==> src/rtl/sc_pkg.sv <==
package sc_pkg;
  localparam int BYTE_W = 8;

  typedef struct packed {
    logic en;
    logic msb;
    logic inv;
    logic len7;
    logic odd;
  } sc_cfg_t;

  function automatic logic [BYTE_W-1:0] len_mask(input sc_cfg_t c);
    return c.len7 ? {1'b0, {(BYTE_W-1){1'b1}}} : {BYTE_W{1'b1}};
  endfunction

  // Register byte -> line levels in send order (index 0 goes first)
  function automatic logic [BYTE_W-1:0] byte_to_line(input logic [BYTE_W-1:0] d, input sc_cfg_t c);
    logic [BYTE_W-1:0] r;
    for (int i = 0; i < BYTE_W; i++) r[i] = c.msb ? d[BYTE_W-1-i] : d[i];
    return (r ^ {BYTE_W{c.inv}}) & len_mask(c);
  endfunction

  // Line levels in arrival order -> register byte
  function automatic logic [BYTE_W-1:0] line_to_byte(input logic [BYTE_W-1:0] l, input sc_cfg_t c);
    logic [BYTE_W-1:0] b;
    logic [BYTE_W-1:0] r;
    b = (l ^ {BYTE_W{c.inv}}) & len_mask(c);
    for (int i = 0; i < BYTE_W; i++) r[c.msb ? BYTE_W-1-i : i] = b[i];
    return r;
  endfunction

  // Parity level over line levels, never inverted
  function automatic logic par_level(input logic [BYTE_W-1:0] l, input sc_cfg_t c);
    return (^(l & len_mask(c))) ^ c.odd;
  endfunction
endpackage

==> src/rtl/sc_cfg_reg.sv <==
module sc_cfg_reg
  import sc_pkg::*;
(
  input  logic    clk,
  input  logic    rst,
  input  logic    wr_i,
  input  logic    lock_i,
  input  sc_cfg_t cfg_i,
  output sc_cfg_t cfg_o
);
  always_ff @(posedge clk) begin
    if (rst) cfg_o <= '0;
    else if (wr_i && !lock_i) cfg_o <= cfg_i;
  end
endmodule

==> src/rtl/sc_tx.sv <==
module sc_tx
  import sc_pkg::*;
#(
  parameter int BIT_CLKS  = 372,
  parameter int STOP_BITS = 2
) (
  input  logic              clk,
  input  logic              rst,
  input  sc_cfg_t           cfg,
  input  logic              start_i,
  input  logic [BYTE_W-1:0] data_i,
  output logic              line_o,
  output logic              busy_o
);
  localparam int CW = (BIT_CLKS > 2) ? $clog2(BIT_CLKS) : 1;
  localparam int FW = BYTE_W + 2 + STOP_BITS;
  localparam int NW = $clog2(FW + 1);

  logic [FW-1:0]     frame_w;
  logic [FW-1:0]     sh_q;
  logic [CW-1:0]     cnt_q;
  logic [NW-1:0]     bidx_q;
  logic [NW-1:0]     last_q;
  logic [NW-1:0]     last_w;
  logic [BYTE_W-1:0] lv_w;
  int                nbits;

  always_comb begin
    lv_w    = byte_to_line(data_i, cfg);
    nbits   = cfg.len7 ? BYTE_W - 1 : BYTE_W;
    frame_w = '1;
    frame_w[0] = 1'b0;
    for (int i = 0; i < BYTE_W; i++)
      if (i < nbits) frame_w[1+i] = lv_w[i];
    frame_w[1+nbits] = par_level(lv_w, cfg);
    last_w = NW'(nbits + 1 + STOP_BITS);
  end

  always_ff @(posedge clk) begin
    if (rst) begin
      line_o <= 1'b1;
      busy_o <= 1'b0;
      sh_q   <= '1;
      cnt_q  <= '0;
      bidx_q <= '0;
      last_q <= '0;
    end else if (!busy_o) begin
      if (start_i && cfg.en) begin
        busy_o <= 1'b1;
        line_o <= frame_w[0];
        sh_q   <= {1'b1, frame_w[FW-1:1]};
        cnt_q  <= '0;
        bidx_q <= '0;
        last_q <= last_w;
      end
    end else if (cnt_q == CW'(BIT_CLKS - 1)) begin
      cnt_q <= '0;
      if (bidx_q == last_q) begin
        busy_o <= 1'b0;
        line_o <= 1'b1;
      end else begin
        bidx_q <= bidx_q + 1'b1;
        line_o <= sh_q[0];
        sh_q   <= {1'b1, sh_q[FW-1:1]};
      end
    end else begin
      cnt_q <= cnt_q + 1'b1;
    end
  end
endmodule

==> src/rtl/sc_rx.sv <==
module sc_rx
  import sc_pkg::*;
#(
  parameter int BIT_CLKS = 372
) (
  input  logic              clk,
  input  logic              rst,
  input  sc_cfg_t           cfg,
  input  logic              line_i,
  input  logic              rd_i,
  input  logic              perr_clr_i,
  output logic [BYTE_W-1:0] data_o,
  output logic              full_o,
  output logic              perr_o,
  output logic              idle_o
);
  localparam int CW   = (BIT_CLKS > 2) ? $clog2(BIT_CLKS) : 1;
  localparam int HALF = BIT_CLKS / 2;
  localparam int IW   = $clog2(BYTE_W);

  typedef enum logic [1:0] {S_IDLE, S_START, S_DATA, S_PAR} rx_st_t;

  rx_st_t            st_q;
  logic [2:0]        sy_q;
  logic [CW-1:0]     cnt_q;
  logic [IW-1:0]     idx_q;
  logic [BYTE_W-1:0] lv_q;
  logic              smp;
  logic              fall;
  logic [IW-1:0]     last_idx;

  assign smp      = sy_q[1];
  assign fall     = sy_q[2] & ~sy_q[1];
  assign last_idx = cfg.len7 ? IW'(BYTE_W - 2) : IW'(BYTE_W - 1);
  assign idle_o   = (st_q == S_IDLE);

  always_ff @(posedge clk) begin
    if (rst) begin
      st_q   <= S_IDLE;
      sy_q   <= '1;
      cnt_q  <= '0;
      idx_q  <= '0;
      lv_q   <= '0;
      data_o <= '0;
      full_o <= 1'b0;
      perr_o <= 1'b0;
    end else begin
      sy_q <= {sy_q[1:0], line_i};
      if (rd_i) full_o <= 1'b0;
      if (perr_clr_i) perr_o <= 1'b0;
      case (st_q)
        S_IDLE: if (cfg.en && fall) begin
          st_q  <= S_START;
          cnt_q <= '0;
        end
        S_START: begin
          if (cnt_q == CW'(HALF - 1)) begin
            cnt_q <= '0;
            idx_q <= '0;
            lv_q  <= '0;
            st_q  <= smp ? S_IDLE : S_DATA;
          end else cnt_q <= cnt_q + 1'b1;
        end
        S_DATA: begin
          if (cnt_q == CW'(BIT_CLKS - 1)) begin
            cnt_q       <= '0;
            lv_q[idx_q] <= smp;
            if (idx_q == last_idx) st_q <= S_PAR;
            else idx_q <= idx_q + 1'b1;
          end else cnt_q <= cnt_q + 1'b1;
        end
        default: begin
          if (cnt_q == CW'(BIT_CLKS - 1)) begin
            cnt_q  <= '0;
            data_o <= line_to_byte(lv_q, cfg);
            full_o <= 1'b1;
            if (smp != par_level(lv_q, cfg)) perr_o <= 1'b1;
            st_q   <= S_IDLE;
          end else cnt_q <= cnt_q + 1'b1;
        end
      endcase
    end
  end
endmodule

==> src/rtl/sc_char_xcvr.sv <==
module sc_char_xcvr
  import sc_pkg::*;
#(
  parameter int BIT_CLKS  = 372,
  parameter int STOP_BITS = 2
) (
  input  logic       clk,
  input  logic       rst,
  input  logic       cfg_wr,
  input  logic       cfg_en,
  input  logic       cfg_msb,
  input  logic       cfg_inv,
  input  logic       cfg_len7,
  input  logic       cfg_odd,
  input  logic       tx_wr,
  input  logic [7:0] tx_byte,
  output logic       busy,
  output logic       line_out,
  input  logic       line_in,
  input  logic       rx_rd,
  output logic [7:0] rx_byte,
  output logic       rx_full,
  output logic       perr,
  input  logic       perr_clr,
  output logic       st_en,
  output logic       st_msb,
  output logic       st_inv,
  output logic       st_len7,
  output logic       st_odd
);
  sc_cfg_t cfg_new;
  sc_cfg_t cfg_q;
  logic    rx_idle;

  assign cfg_new = '{en: cfg_en, msb: cfg_msb, inv: cfg_inv, len7: cfg_len7, odd: cfg_odd};

  sc_cfg_reg u_cfg (
    .clk    (clk),
    .rst    (rst),
    .wr_i   (cfg_wr),
    .lock_i (busy | ~rx_idle),
    .cfg_i  (cfg_new),
    .cfg_o  (cfg_q)
  );

  sc_tx #(.BIT_CLKS(BIT_CLKS), .STOP_BITS(STOP_BITS)) u_tx (
    .clk     (clk),
    .rst     (rst),
    .cfg     (cfg_q),
    .start_i (tx_wr),
    .data_i  (tx_byte),
    .line_o  (line_out),
    .busy_o  (busy)
  );

  sc_rx #(.BIT_CLKS(BIT_CLKS)) u_rx (
    .clk        (clk),
    .rst        (rst),
    .cfg        (cfg_q),
    .line_i     (line_in),
    .rd_i       (rx_rd),
    .perr_clr_i (perr_clr),
    .data_o     (rx_byte),
    .full_o     (rx_full),
    .perr_o     (perr),
    .idle_o     (rx_idle)
  );

  assign st_en   = cfg_q.en;
  assign st_msb  = cfg_q.msb;
  assign st_inv  = cfg_q.inv;
  assign st_len7 = cfg_q.len7;
  assign st_odd  = cfg_q.odd;
endmodule

==> config.mk <==
export PLATFORM = sky130hd
export DESIGN_NAME = sc_char_xcvr
export DESIGN_NICKNAME = d
export VERILOG_FILES = /design/src/rtl/sc_pkg.sv /design/src/rtl/sc_cfg_reg.sv /design/src/rtl/sc_tx.sv /design/src/rtl/sc_rx.sv /design/src/rtl/sc_char_xcvr.sv
export SDC_FILE = /design/constraint.sdc
export NUM_CORES = 1
export LEC_CHECK = 0
export ABC_AREA = 1
export BUFFER_PORTS_ARGS = -buffer_cell sky130_fd_sc_hd__buf_2
export CELL_PAD_IN_SITES_DETAIL_PLACEMENT = 0
export CELL_PAD_IN_SITES_GLOBAL_PLACEMENT = 2
export CORE_MARGIN = 1
export CORE_UTILIZATION = 33
export CTS_BUF_LIST = sky130_fd_sc_hd__clkbuf_16
export DETAILED_ROUTE_END_ITERATION = 7
export PLACE_DENSITY = 0.85
export SYNTH_ARGS = -nofsm -noshare
export SYNTH_HDL_FRONTEND = slang
export SYNTH_SLANG_ARGS = --single-unit
==> constraint.sdc <==
create_clock -name clk -period 2 [get_ports clk]
set_input_delay 0.2 -clock clk [delete_from_list [all_inputs] [get_ports clk]]
set_output_delay 0.2 -clock clk [all_outputs]
set_load 0.01 [all_outputs]
=== Word level (Yosys, flattened, before mapping) ===
Index checks and enable logic that the tools add are counted.

* Add/sub/neg operators: 6
* $lt $le $gt $ge: 28
* Equality and inequality tests: 15
* Mux-type cells: 101
* Bitwise logic cells: 14
* Reduce and logical (&&, ||, !) cells: 28

{| class="wikitable"
|+ Operator list
! kind !! number
|-
| 32-bit by 1-bit >= comparator with 1-bit output (second input constant) || 9
|-
| 32-bit by 5-bit less-than comparator with 1-bit output (second input constant) || 8
|-
| 4-bit by 32-bit less-than comparator with 1-bit output (first input constant) || 4
|-
| 8-bit bitwise mux || 9
|-
| 3-bit by 32-bit less-than comparator with 1-bit output (first input constant) || 2
|-
| 9-bit 2-to-1 mux || 6
|-
| 12-bit 2-to-1 mux || 4
|-
| 1-bit 2-to-1 mux || 42
|-
| 3-bit 2-to-1 mux || 11
|-
| 8-bit bitwise AND || 4
|-
| 1-bit by 32-bit less-than comparator with 1-bit output (first input constant) || 1
|-
| 2-bit by 32-bit less-than comparator with 1-bit output (first input constant) || 1
|-
| 32-bit by 6-bit less-than comparator with 1-bit output (second input constant) || 1
|-
| 1-bit demux with 3-bit select || 9
|-
| 8-bit 2-to-1 mux || 3
|-
| 4-bit 2-to-1 mux || 5
|-
| 9-bit by 1-bit adder with 9-bit output (second input constant) || 2
|-
| 9-bit == test (second input constant) || 2
|-
| 9-bit case mux with 2 select lines || 1
|-
| 8-bit case mux with 2 select lines || 1
|-
| 8-bit parity || 2
|-
| 8-bit bitwise XOR || 2
|-
| 1-bit logical AND || 13
|-
| 12-bit bitwise mux || 1
|-
| other kinds (31) || 49
|}

* Register bits after elaboration: 71
* Bits of input ports: 20
* Output and inout port bits: 17

=== Depth between registers and ports, before layout ===
* Depth in word-level cells: 13
* Gate-level depth with buffers: 18

=== By module ===
From an unflattened synthesis, not the netlist that was laid out.

* Cells, all modules: 596
* Area total of the unflattened synthesis: 3,870.0 um2

{| class="wikitable"
|+ Modules (own cells, without submodules)
! module !! times used !! cells each !! area an instance (um2) !! sequential area each (um2)
|-
| sc_rx || 1 || 303 || 2,050.7 || 700.7
|-
| sc_tx || 1 || 257 || 1,594.0 || 520.5
|-
| sc_cfg_reg || 1 || 34 || 217.7 || 100.1
|-
| sc_char_xcvr || 1 || 2 || 7.5 || 0.0
|}

=== Least setup slack after synthesis ===
OpenSTA, ideal clock, no wires.

* Path kind: register to register
* Start: reg u_rx.st_q[0]
* End: reg u_rx.cnt_q[8]
* Library setup time: 0.123 ns
* Arrival: 1.476 ns
* Setup slack: 0.401 ns
* Stages on the path, launching flop included: 11
* Clock period less this slack: 1.599 ns
* Cell sequence: dfxtp_1 inv_1 ha_1 nand2_2 nand3_1 nor2_2 inv_2 nor3_2 nand2_1 xor2_1 nor2_1

* Cells in the longest elaborated chain, start to end: 2
* Elaborated cells on any way between the ends: 4
* Those cells by class: eq/ne: 2; mux: 1; reduce/logical: 1

{| class="wikitable"
|+ RTL lines
! element !! RTL line !! RTL
|-
| from (decl) || sc_rx.sv:23 || <nowiki>rx_st_t st_q;</nowiki>
|-
| from (signal assigned) || sc_rx.sv:61 || <nowiki>st_q <= smp ? S_IDLE : S_DATA;</nowiki>
|-
| 2-bit by 1-bit == test with 1-bit output or 2-bit logical NOT (tied branches) || sc_rx.sv:51 || <nowiki>case (st_q)</nowiki>
|-
| 9-bit case mux with 2 select lines or 2-bit by 1-bit inequality test with 1-bit output (tied branches) || n/a ||
|-
| to (signal assigned) || sc_rx.sv:62 || <nowiki>end else cnt_q <= cnt_q + 1'b1;</nowiki>
|-
| to (signal assigned) || sc_rx.sv:70 || <nowiki>end else cnt_q <= cnt_q + 1'b1;</nowiki>
|-
| to (signal assigned) || sc_rx.sv:79 || <nowiki>end else cnt_q <= cnt_q + 1'b1;</nowiki>
|-
| to (decl) || sc_rx.sv:25 || <nowiki>logic [CW-1:0] cnt_q;</nowiki>
|}

Parallel ways exist; a longest one is shown, timed or not.
A chain may end at the register's enable or synchronous reset.

=== Worst setup path after layout ===
* Start: reg u_tx.cnt_q[0]
* End: reg u_tx.bidx_q[0]

* Cells in the longest elaborated chain, start to end: 3

{| class="wikitable"
|+ RTL lines
! element !! RTL line !! RTL
|-
| from (decl) || sc_tx.sv:21 || <nowiki>logic [CW-1:0] cnt_q;</nowiki>
|-
| from (signal assigned) || sc_tx.sv:67 || <nowiki>cnt_q <= cnt_q + 1'b1;</nowiki>
|-
| 9-bit == test || sc_tx.sv:56 || <nowiki>end else if (cnt_q == CW'(BIT_CLKS - 1)) begin</nowiki>
|-
| 2-bit inequality test (no source line) || n/a ||
|-
| 3-bit AND reduction (no source line) || n/a ||
|-
| to (signal assigned) || sc_tx.sv:62 || <nowiki>bidx_q <= bidx_q + 1'b1;</nowiki>
|-
| to (decl) || sc_tx.sv:22 || <nowiki>logic [NW-1:0] bidx_q;</nowiki>
|}

No other way between the ends.

==> flow_summary.ini <==
[layout]
areaGrowthSynthToFinish_pct = 16.2
fin_area_sq_um = 4420
diodes = 0
finalNetCount = 624
fillerInstances = 1158
layout-drive-gt1-share = 0.142
seq_area_sq_um = 1320
instances_no_fill = 738
multiInputGateArea_sq_um = 2110

[cts]
numClockSinks = 66
cts_buffers = 9
cts_buffer_depth = 2
cts_tree = yes
clockRootBuffer = clkbuf_16
cts_max_level = 3
cts_setup_buffers = 0
insertion_delay_ns = 0.34
clkTransAtPathRegs_ns = 0.05

[worst_setup_path]
cp-end-kind = register
cp_slowest_cell = dfxtp_1
rrSetupSlack_ns = 0.14
cpLargestDelayFamily = simple AND/OR/NAND/NOR gates
path_buf_inv = 1
critPathMaxStageDelay_ns = 0.38
critPathArrivalTime_ns = 2.08
critPathMostFrequentCell = nand2_1
cp_max_fo = 9
path_cells = ha_2 -> nand4_1 -> nor4_4 -> nand2_1 -> nand2_1 -> nand2_2 -> inv_2 -> o21ai_0 -> o211a_1
criticalPathCategory = register to register
cp-start-kind = register
critPathRequiredTime_ns = 2.23

[timing]
worst_slew_pin_slew_ns = 0.440
fmax_mhz = 538
finalWorstSetupSlack_ns = 0.142
maxSlewHeadroom = 0.704
post-route-period-util = 0.929
holdWs_ns = 0.0509
report.final.hold_viol_count = 0
min_period_ns = 1.86
setup_violations = 0
finalClockSkew_ns = 0.00684
drv_slew = 0

[logic_synthesis]
synthFlopType = dfxtp_1
syn_nets = 584
syn_area_sq_um = 3800
ys_async_sr_fraction = 0
avgSynthCellArea_sq_um = 6.86
ys_types = 44
yosys_warnings = 0
ys_seq_elements = 66
synthCells = 554
seq_area_frac_synth = 0.348
synth-edff-count = 0

[routing]
firstDrtPassIters = 4
drc = 0
wl_per_cell_um = 12.4
vias = 3552
vias_per_cell = 4.81
ant_nets = 0
first_iter_violations = 173
wl_mm = 9.12

[place]
place.gp.congestion = 0.771
port_buffers = 36
dpl_cell_area_sq_um = 4130
dpl_worst_slack_ns = 0.156
post-dp-hpwl_mm = 6.69
place_inst = 723

[die]
die_w_um = 109
core_area_sq_um = 11000
ios = 37
die_area_sq_um = 11900
row_count = 38
die_h_um = 109
start_util = 0.344

[pwr]
p_leak_nw = 1.91
peakVddDrop_uv = 394
p_per_area_nw_per_um2 = 856

[run_status]
outcome = completed

[grt]
grt_pass1_vias = 3273
grt_overflow_total = 0
grt_max_degree = 35
grt_pass1_wl_mm = 15.4
antenna_found_initial = 0
gr-usage-all-layers = 0.167

[run]
drv_cap = 0

[min_path]
worstHoldPathType = primary input to register
worst paths after layout:
kind	from	to	cells after the start
worst max-delay path	u_tx.cnt_q[0]$_SDFFE_PP0P_	u_tx.bidx_q[0]$_SDFFE_PP0P_	9
worst min-delay path	line_in	u_rx.sy_q[0]$_SDFF_PP1_	2
worst max register to register	u_tx.cnt_q[0]$_SDFFE_PP0P_	u_tx.bidx_q[0]$_SDFFE_PP0P_	9
worst min register to register	u_rx.sy_q[0]$_SDFF_PP1_	u_rx.sy_q[1]$_SDFF_PP1_	1
registers in the layout (all words and copies together), names as in the netlist, 3 cells and up:
signal       cells
u_tx.bidx_q      4
u_tx.cnt_q       9
u_rx.data_o      8
u_rx.sy_q        3
u_rx.cnt_q       9
u_rx.lv_q        8
u_cfg.cfg_o      5
u_tx.sh_q        9
u_rx.idx_q       3
synthesized netlist by cell type, types with 2 or more instances:
cell type  number  area [sq um]
nand2_1       139           522
dfxtp_1        66          1320
inv_1          54           203
a21oi_1        46           230
nor2_1         44           165
o21ai_0        44           220
nand3_1        37           185
nand4_1        14          87.6
xor2_1         13           114
nor3_1         11          55.1
ha_1           10           125
xnor2_1         9          78.8
clkbuf_1        8          30.0
buf_6           6          67.6
a211oi_1        5          37.5
buf_2           5          25.0
inv_2           4          15.0
nand2_2         4          25.0
o211ai_1        4          30.0
buf_4           3          22.5
nor3b_1         2          15.0
o21a_1          2          15.0
o21ai_1         2          10.0
or2_2           2          12.5
repair_timing:
item / 4_1_cts / 5_1_grt
gates resized for setup: 0 / 4
hold buffers: 0 / 0
setup endpoints to repair: 0 / 15
endpoints found under the hold margin: 0 / 0
per-stage QoR:
step / utilization / total power [mW] / setup TNS (ns)
after floorplan: - / 2.11 / 0
after global placement: 0.374 / 2.31 / 0
after detailed placement: 0.374 / 2.31 / 0
after CTS: 0.399 / 3.82 / 0
after global routing: 0.400 / 4.03 / -0.0499
final: 0.400 / 3.78 / 0
routing by layer:
metal | vias to the layer above | wire length (um) | GRT usage
li1 | 1910 | - | -
met1 | 1587 | 4620 | 0.224
met2 | 43 | 4040 | 0.257
met3 | 12 | 324 | 0.0439
met4 | 0 | 140 | 0.0629
met5 | - | 0 | 0
cell usage in the layout (no fill, tap or decap), types with 2 or more instances in the layout:
master       n
o21ai_0     44
a21oi_1     46
clkinv_2     2
o21ai_1      2
buf_2       36
xor2_1      13
nor3b_1      2
ha_1         9
nand3_1     37
o21a_1       2
nor3_1      11
nand2_2      4
dfxtp_1     65
or2_2        2
buf_4       16
o211ai_1     4
xnor2_1      9
inv_2        3
nor2_1      44
clkinv_1     4
nand2_1    139
inv_1       55
nand4_1     14
clkbuf_16    9
a211oi_1     5
inv_4        2
layout make-up:
class	instances	share of cell area
Inverter	61	0.0533
Sequential cell	66	0.300
Clock buffer	9	0.0510
Clock inverter	6	0.0113
Multi-Input combinational cell	404	0.477
Timing Repair Buffer	52	0.0680
Tap cell	140	0.0397
cell families after synthesis:
group / share of synthesized area
simple gates: 0.299
compound gates: 0.164
buf+inv: 0.101
flops: 0.348
xor+xnor: 0.0550
fa+ha+maj: 0.0329
power by group:
group / total (mW) / internal [mW] / switching, mW / leakage, nW
clock: 1.49 / 0.937 / 0.558 / 0.139
combinational: 0.850 / 0.299 / 0.551 / 1.24
sequential: 1.43 / 1.38 / 0.0544 / 0.536
total: 3.78 / 2.61 / 1.16 / 1.91
No activity file was read; power rests on OpenSTA's default activity.
